### config.mk
export PLATFORM = sky130hd
export DESIGN_NAME = booth_seq_mult
export DESIGN_NICKNAME = d
export VERILOG_FILES = /design/src/rtl/booth_pkg.sv /design/src/rtl/booth_recoder.sv /design/src/rtl/booth_addsub.sv /design/src/rtl/booth_shifter.sv /design/src/rtl/booth_ctrl.sv /design/src/rtl/booth_seq_mult.sv
export SDC_FILE = /design/constraint.sdc
export NUM_CORES = 1
export LEC_CHECK = 0
export BUFFER_PORTS_ARGS = -buffer_cell sky130_fd_sc_hd__buf_2
export CAP_MARGIN = 10
export CORE_UTILIZATION = 50
export DETAILED_ROUTE_END_ITERATION = 10
export PLACE_DENSITY = 0.83
export SETUP_SLACK_MARGIN = 0.15
export SLEW_MARGIN = 20
export SYNTH_ARGS = -nofsm -noshare
export SYNTH_HDL_FRONTEND = slang
export SYNTH_SLANG_ARGS = --single-unit
export TNS_END_PERCENT = 5
### constraint.sdc
create_clock -name clk -period 5.4 [get_ports clk]
set_input_delay 0.81 -clock clk [delete_from_list [all_inputs] [get_ports clk]]
set_output_delay 0.81 -clock clk [all_outputs]
set_load 0.05 [all_outputs]
### src/rtl/booth_pkg.sv
package booth_pkg;

    // Operation chosen for one step by the bit pair (low multiplier bit, guard bit)
    typedef enum logic [1:0] {
        BOOTH_HOLD = 2'd0,
        BOOTH_ADD  = 2'd1,
        BOOTH_SUB  = 2'd2
    } booth_op_e;

    typedef enum logic {
        CTL_IDLE = 1'b0,
        CTL_RUN  = 1'b1
    } ctl_state_e;

    // 10 -> subtract, 01 -> add, 00 / 11 -> nothing
    function automatic booth_op_e booth_decode(input logic cur_bit, input logic right_bit);
        booth_op_e op;
        unique case ({cur_bit, right_bit})
            2'b10:   op = BOOTH_SUB;
            2'b01:   op = BOOTH_ADD;
            default: op = BOOTH_HOLD;
        endcase
        return op;
    endfunction

endpackage

### src/rtl/booth_recoder.sv
module booth_recoder
    import booth_pkg::*;
(
    input  logic      cur_bit,
    input  logic      guard_bit,
    output booth_op_e op
);
    always_comb begin
        op = booth_decode(cur_bit, guard_bit);
    end
endmodule

### src/rtl/booth_addsub.sv
module booth_addsub
    import booth_pkg::*;
#(
    parameter int N = 8
) (
    input  logic [N-1:0] upper,
    input  logic [N-1:0] mcand,
    input  booth_op_e    op,
    output logic [N:0]   sum
);
    localparam int W = N + 1;

    logic [W-1:0] upper_ext;
    logic [W-1:0] mcand_ext;
    logic [W-1:0] addend;

    always_comb begin
        upper_ext = {upper[N-1], upper};
        mcand_ext = {mcand[N-1], mcand};
        unique case (op)
            BOOTH_ADD: addend = mcand_ext;
            BOOTH_SUB: addend = ~mcand_ext + W'(1);
            default:   addend = '0;
        endcase
        sum = upper_ext + addend;
    end
endmodule

### src/rtl/booth_shifter.sv
module booth_shifter #(
    parameter int N = 8
) (
    input  logic [N:0]   sum,
    input  logic [N-1:0] lower,
    output logic [N-1:0] nxt_upper,
    output logic [N-1:0] nxt_lower,
    output logic         nxt_guard
);
    // Arithmetic shift of the (N+1)-bit sum: its top N bits keep sum[N] as sign
    always_comb begin
        nxt_upper = sum[N:1];
        nxt_lower = {sum[0], lower[N-1:1]};
        nxt_guard = lower[0];
    end
endmodule

### src/rtl/booth_ctrl.sv
module booth_ctrl
    import booth_pkg::*;
#(
    parameter int N  = 8,
    parameter int CW = (N > 2) ? $clog2(N) : 1
) (
    input  logic          clk,
    input  logic          rst,
    input  logic          start,
    output logic          busy,
    output logic          load_en,
    output logic          step_en,
    output logic          done,
    output logic [CW-1:0] cnt
);
    localparam logic [CW-1:0] LAST = CW'(N - 1);

    ctl_state_e state_q;
    logic [CW-1:0] cnt_q;
    logic done_q;

    always_ff @(posedge clk) begin
        if (rst) begin
            state_q <= CTL_IDLE;
            cnt_q   <= '0;
            done_q  <= 1'b0;
        end else begin
            done_q <= 1'b0;
            unique case (state_q)
                CTL_IDLE: begin
                    if (start) begin
                        state_q <= CTL_RUN;
                        cnt_q   <= '0;
                    end
                end
                CTL_RUN: begin
                    if (cnt_q == LAST) begin
                        state_q <= CTL_IDLE;
                        done_q  <= 1'b1;
                    end else begin
                        cnt_q <= cnt_q + CW'(1);
                    end
                end
                default: state_q <= CTL_IDLE;
            endcase
        end
    end

    always_comb begin
        busy    = (state_q == CTL_RUN);
        load_en = (state_q == CTL_IDLE) && start;
        step_en = (state_q == CTL_RUN);
        done    = done_q;
        cnt     = cnt_q;
    end
endmodule

### src/rtl/booth_seq_mult.sv
module booth_seq_mult
    import booth_pkg::*;
#(
    parameter int N = 8
) (
    input  logic           clk,
    input  logic           rst,
    input  logic           start,
    input  logic [N-1:0]   mcand_i,
    input  logic [N-1:0]   mplier_i,
    output logic [2*N-1:0] product_o,
    output logic           done_o
);
    localparam int CW = (N > 2) ? $clog2(N) : 1;

    logic [N-1:0] upper_q, lower_q, mcand_q;
    logic         guard_q;

    logic          busy, load_en, step_en;
    logic [CW-1:0] cnt_w;
    booth_op_e     step_op;
    logic [N:0]    sum_w;
    logic [N-1:0]  nxt_upper, nxt_lower;
    logic          nxt_guard;

    booth_ctrl #(.N(N), .CW(CW)) u_ctrl (
        .clk(clk), .rst(rst), .start(start),
        .busy(busy), .load_en(load_en), .step_en(step_en),
        .done(done_o), .cnt(cnt_w)
    );

    booth_recoder u_rec (
        .cur_bit(lower_q[0]), .guard_bit(guard_q), .op(step_op)
    );

    booth_addsub #(.N(N)) u_add (
        .upper(upper_q), .mcand(mcand_q), .op(step_op), .sum(sum_w)
    );

    booth_shifter #(.N(N)) u_shf (
        .sum(sum_w), .lower(lower_q),
        .nxt_upper(nxt_upper), .nxt_lower(nxt_lower), .nxt_guard(nxt_guard)
    );

    always_ff @(posedge clk) begin
        if (rst) begin
            upper_q <= '0;
            lower_q <= '0;
            guard_q <= 1'b0;
            mcand_q <= '0;
        end else if (load_en) begin
            upper_q <= '0;
            lower_q <= mplier_i;
            guard_q <= 1'b0;
            mcand_q <= mcand_i;
        end else if (step_en) begin
            upper_q <= nxt_upper;
            lower_q <= nxt_lower;
            guard_q <= nxt_guard;
        end
    end

    assign product_o = {upper_q, lower_q};
endmodule

Word-level counts from Yosys, hierarchy flattened
Index checks and enable logic that the tools add are counted.
Widths: inputs -> output; s select.
{ "word_totals": {"reg_bits": 30, "latch_bits": 0, "mem_bits_rw": 0, "mem_bits_ro": 0, "in_bits": 19, "output_inout_bits": 17, "n_memories": 0} }
{ "op_classes": {"addsub": 3, "mul": 0, "div": 0, "order_cmp": 0, "eq_ne": 7, "shift": 0, "mux": 11, "bitwise": 2, "n_reduce_logical": 5} }
{ "op_table": {"columns": ["cell", "count"], "rows": [
  ["$pmux 9 s2", 1],
  ["$mux 8", 2],
  ["$add 9x1->9 const B", 1],
  ["$add 9x9->9", 1],
  ["$not 9->9", 1],
  ["$mux 3", 2],
  ["$pmux 3 s2", 1],
  ["$eq 2x1->1 const B", 2],
  ["$eq 2x2->1 const B", 2],
  ["$ne 2x2->1 const B", 2],
  ["$pmux 2 s2", 1],
  ["$reduce_or 2->1", 2],
  ["$add 3x1->3 const B", 1],
  ["$eq 3x3->1 const B", 1],
  ["$mux 1", 3],
  ["$pmux 1 s2", 1],
  ["$reduce_and 2->1", 1],
  ["$reduce_bool 2->1", 1],
  ["$logic_and 1x1->1", 1],
  ["$not 1->1", 1]
]} }

Logic depth before layout (Yosys ltp)
{ "logic_depth": {"word_depth": 7, "mapped_depth": 13, "depth_no_buf": 13} }

Modules after synthesis
A second synthesis with hierarchy kept.
{ "unflattened": {"hier_cells": 229, "area_unflattened_um2": 2084.5} }
{ "by_module_without_submodules": {"columns": ["module", "n_inst", "cells_each", "area_each_um2"], "rows": [
  ["booth_seq_mult", 1, 92, 1001.0],
  ["booth_addsub", 1, 96, 693.2],
  ["booth_ctrl", 1, 22, 247.7],
  ["booth_shifter", 1, 17, 127.6],
  ["booth_recoder", 1, 2, 15.0]
]} }

Least setup slack after synthesis
No wires, ideal clock.
{ "synth_timing": {"kind": "flip-flop to flip-flop", "from": "register guard_q", "to": "register upper_q[5]", "setup_ps": 61, "arrival_ps": 2544, "t_required_ps": 5339, "path_slack_ps": 2795, "path_stages_with_launch": 13, "n_path_buf": 1, "period_less_slack_ps": 2605, "path_cell_list": "dfxtp_1 > inv_1 > ha_1 > clkbuf_1 > a211oi_1 > ha_1 > inv_1 > fa_1 > nor2b_4 > o31a_4 > o21ai_2 > a2111oi_2 > a311o_1"} }
{ "synth_between": {"elab_chain_len": 5} }
{ "synth_lines": {"columns": ["item", "line_no", "rtl"], "rows": [
  ["start, declared", "booth_seq_mult.sv:17", "logic guard_q;"],
  ["start signal, assigned", "booth_seq_mult.sv:59", "guard_q <= nxt_guard;"],
  ["$eq 2x1->1 / $eq 2x2->1 (equally long branches)", "booth_pkg.sv:18", "unique case ({cur_bit, right_bit})"],
  ["$pmux 2 s2 (*)", "booth_pkg.sv:18", null],
  ["$eq 2x2->1 / $eq 2x1->1 (equally long branches)", "booth_addsub.sv:20", "unique case (op)"],
  ["$pmux 9 s2 (*)", "booth_addsub.sv:20", null],
  ["$add 9x9->9 (*)", "booth_addsub.sv:25", "sum = upper_ext + addend;"],
  ["end signal, assigned", "booth_seq_mult.sv:57", "upper_q <= nxt_upper;"],
  ["end, declared", "booth_seq_mult.sv:16", "logic [N-1:0] upper_q, lower_q, mcand_q;"]
]} }
Mark *: on every way between the ends. The rest lies on a longest branch, timed or not.
A chain may end at the register's enable or synchronous reset.

Worst setup path in the final report
{ "layout_timing": {"from": "register lower_q[0]", "to": "register upper_q[5]"} }
{ "layout_between": {"elab_chain_len": 5} }
{ "layout_lines": {"columns": ["item", "line_no", "rtl"], "rows": [
  ["start, declared", "booth_seq_mult.sv:16", null],
  ["start signal, assigned", "booth_seq_mult.sv:53", "lower_q <= mplier_i;"],
  ["start signal, assigned", "booth_seq_mult.sv:58", "lower_q <= nxt_lower;"],
  ["$eq 2x1->1 / $eq 2x2->1 (equally long branches)", "booth_pkg.sv:18", null],
  ["$pmux 2 s2 (*)", "booth_pkg.sv:18", null],
  ["$eq 2x2->1 / $eq 2x1->1 (equally long branches)", "booth_addsub.sv:20", null],
  ["$pmux 9 s2 (*)", "booth_addsub.sv:20", null],
  ["$add 9x9->9 (*)", "booth_addsub.sv:25", null]
]} }
Marks and branches as above.

==> impl_results.md <==
- Status: complete, no violations
- Worst R2R Start: lower_q[0]
- # rows: 22
- Die Span Y: approximately 65 um
- Hold Crit Class: reg -> reg
- Synth unique cells: 48
- Post-synth EDFFs: 0
- CTS sink cnt: 30
- Syn. warnings: 0
- Die area: 4256 um2
- Pre-CTS setup slack: 2.581 ns
- Port Buffers: 35
- Main synth FF type: dfxtp_1
- Worst Hold Launch: mcand_q[0]
- Routed vias: 1,761
- Crit path launch type: register
- Wire per inst: between 10 and 15 um
- CP endpoint kind: register
- Share of cells above drive strength 1: 21.07%
- Postcts setup bufs: 0
- Drt pass-1 iters: 4
- Nets: 312
- # IOs: 36
- Sequential-to-total area share from yosys stat: 30.04%
- Total Power: 0.6224 mW
- Clock Skew: 0.01275 ns
- Critical setup path kind: reg -> reg
- Initial antenna violation count: 0
- Area grow syn2layout: 15.27%
- Total GRT Usage: 22.13%
- Async set or reset register ratio after synthesis: 0%
- Vias in the first global route: 1,613
- Gates resized, CTS repair: 0
- Pleak: around 1.1 nW
- First element of the critical path: lower_q[0]
- CTS Hold Buffers Added: 0
- Actual slew at the worst max-slew pin: slightly below 0.8 ns
- Setup ws final: 2.564 ns
- CTS tree: built
- Synth Net Count: 283
- RSZ-0062 raised after global routing: no
- Max Slew Vio Count: 0
- Clock latency on the worst-skew pair: 0.30 ns
- Final hold violations: 0
- Crit path DAT: 3.08 ns
- HPWL after DPL: ~2900 um
- Drt total wl: 4170 um
- Average cell area after synthesis: 7.998 um2
- H-tree depth: 2
- Tmin final: roughly 2.8 ns
- GPL Wtd Cong: approximately 0.8
- Synthesized instance count: 250
- Pin count of the biggest net entering global routing: 28
- 1st-iter DRT viols: 73
- CP required: roughly 5.6 ns
- First-pass GRT wire length: 7231 um
- Longest Clk Path Bufs: 2
- Total global routing overflow: 0
- Die width: 65.24 um
- Synthesis-stage register bit count: 30
- Antenna viol nets, final: 0
- Antenna diodes: 0
- Fillcell total: roughly 350
- CTS Buf Count: 5
- Number of setup violations in the final report: 0
- Total Neg Setup Slack: 0 ns
- Maxcap violations: 0
- Clock Pin Slew Worst Setup and Hold Paths: 0.07 ns
- Max-Slew Margin vs Limit: 48.41%
- Post-synthesis cell area: 1999 um2
- CTS root buf: clkbuf_8
- Core area: about 3700 um2
- Fmax: about 0.35 GHz
- Worst vdd ir: 0.1692 mV
- Initial Utilization: between 50% and 60%
- Crit-path max FO: 11
- Power density over cell area: 270.0 nW/um2
- Fin crit share: 52.52%
- DRC: 0
- Vias/cell: 5.369
-- critical path: stages, from the launching register on --
cell	delay [ns]
dfxtp_1	0.40
ha_1	0.38
inv_1	0.16
a211oi_1	0.27
ha_1	0.21
inv_1	0.06
fa_1	0.44
nor2b_4	0.14
o31a_4	0.16
o21ai_2	0.06
a2111oi_2	0.36
a311o_1	0.16
-- layer usage --
metal	part of all wire (%)	routed length (um)	GRT usage, %
met3	5.4	225	6.597
met1	48	1991	27.53
met5	0	0	0
met2	46	1930	36.21
met4	0.55	23	7.337
-- power breakdown --
part | total (mW) | internal [mW] | switching, mW | leakage, nW
Sequential | 0.242 | 0.231 | 0.0117 | 0.245
Clock | 0.288 | 0.197 | 0.0913 | 0.0714
Combinational | 0.0920 | 0.0334 | 0.0585 | 0.738
Total | 0.622 | 0.461 | 0.162 | 1.05
-- per-stage QoR --
stage               util (%)  hold slack, ns  cells  instance area, um2
finish                 61.56          0.4802    328                2305
detailed placement     57.75          0.4724    320                2162
global route           61.56          0.5186    328                2305
global placement       57.75          0.4651    320                2162
CTS                    61.56          0.4812    328                2305
floorplan                  -          0.4496    250                1999
-- cell usage in the layout, fill, tap and decap left out, drive strengths merged, types with 2 or more instances in the layout --
master,synthesis,layout
nor2,40,40
buf,11,36
nand2,31,31
dfxtp,30,30
a21oi,28,28
mux2i,15,15
ha,13,13
inv,11,11
o21ai,10,10
nand3,6,6
clkbuf,3,6
nor3,6,6
nor3b,5,5
a211oi,4,4
nand2b,3,3
mux2,3,3
nor4b,3,3
nor2b,3,3
a21o,2,2
a311oi,2,2
xnor2,2,2
and3,2,2
bufinv,0,2
-- logic make-up after synthesis --
kind of cell	synth area share, %
adder cells (fa/ha/maj)	9.137
AND/OR/NAND/NOR	26.91
flip-flops	30.04
multiplexers	9.199
XOR/XNOR	0.8763
AO/OA/AOI/OAI	17.77
buffers and inverters	6.070
-- flip-flops by register name (all words and copies together), names as in the netlist --
| signal | flops |
|---|---|
| guard_q | 1 |
| u_ctrl.busy | 1 |
| upper_q | 8 |
| u_ctrl.done | 1 |
| lower_q | 8 |
| u_ctrl.cnt | 3 |
| mcand_q | 8 |
-- final cells by class --
cell class	instances	area [um2]	share of cell area [%]
clock buffer	6	82.58	3.583
clock inverter	2	60.06	2.606
inverter	11	41.29	1.792
multi-input combinational	195	1277	55.43
sequential	30	600.6	26.06
tap	48	60.06	2.606
timing repair buffer	36	182.7	7.926
-- synth_stat cells, types with 5 or more instances --
library cell / n / area, um2
a21oi_1: 28 / 140.1
inv_1: 11 / 41.29
nor2_1: 39 / 146.4
dfxtp_1: 30 / 600.6
nor3_1: 5 / 25.02
nand2_1: 31 / 116.4
o21ai_0: 6 / 30.03
ha_1: 13 / 162.7
nand3_1: 6 / 30.03
mux2i_1: 15 / 150.1
-- path summary, 6_finish.rpt --
kind	end	depth (start not counted)	slack, ns
setup / recovery	upper_q[5]	11	2.56
hold / removal	mcand_q[0]	2	0.48
setup reg to reg	upper_q[5]	11	2.56
hold reg to reg	mcand_q[0]	2	0.48
(Power assumes the default switching activity.)
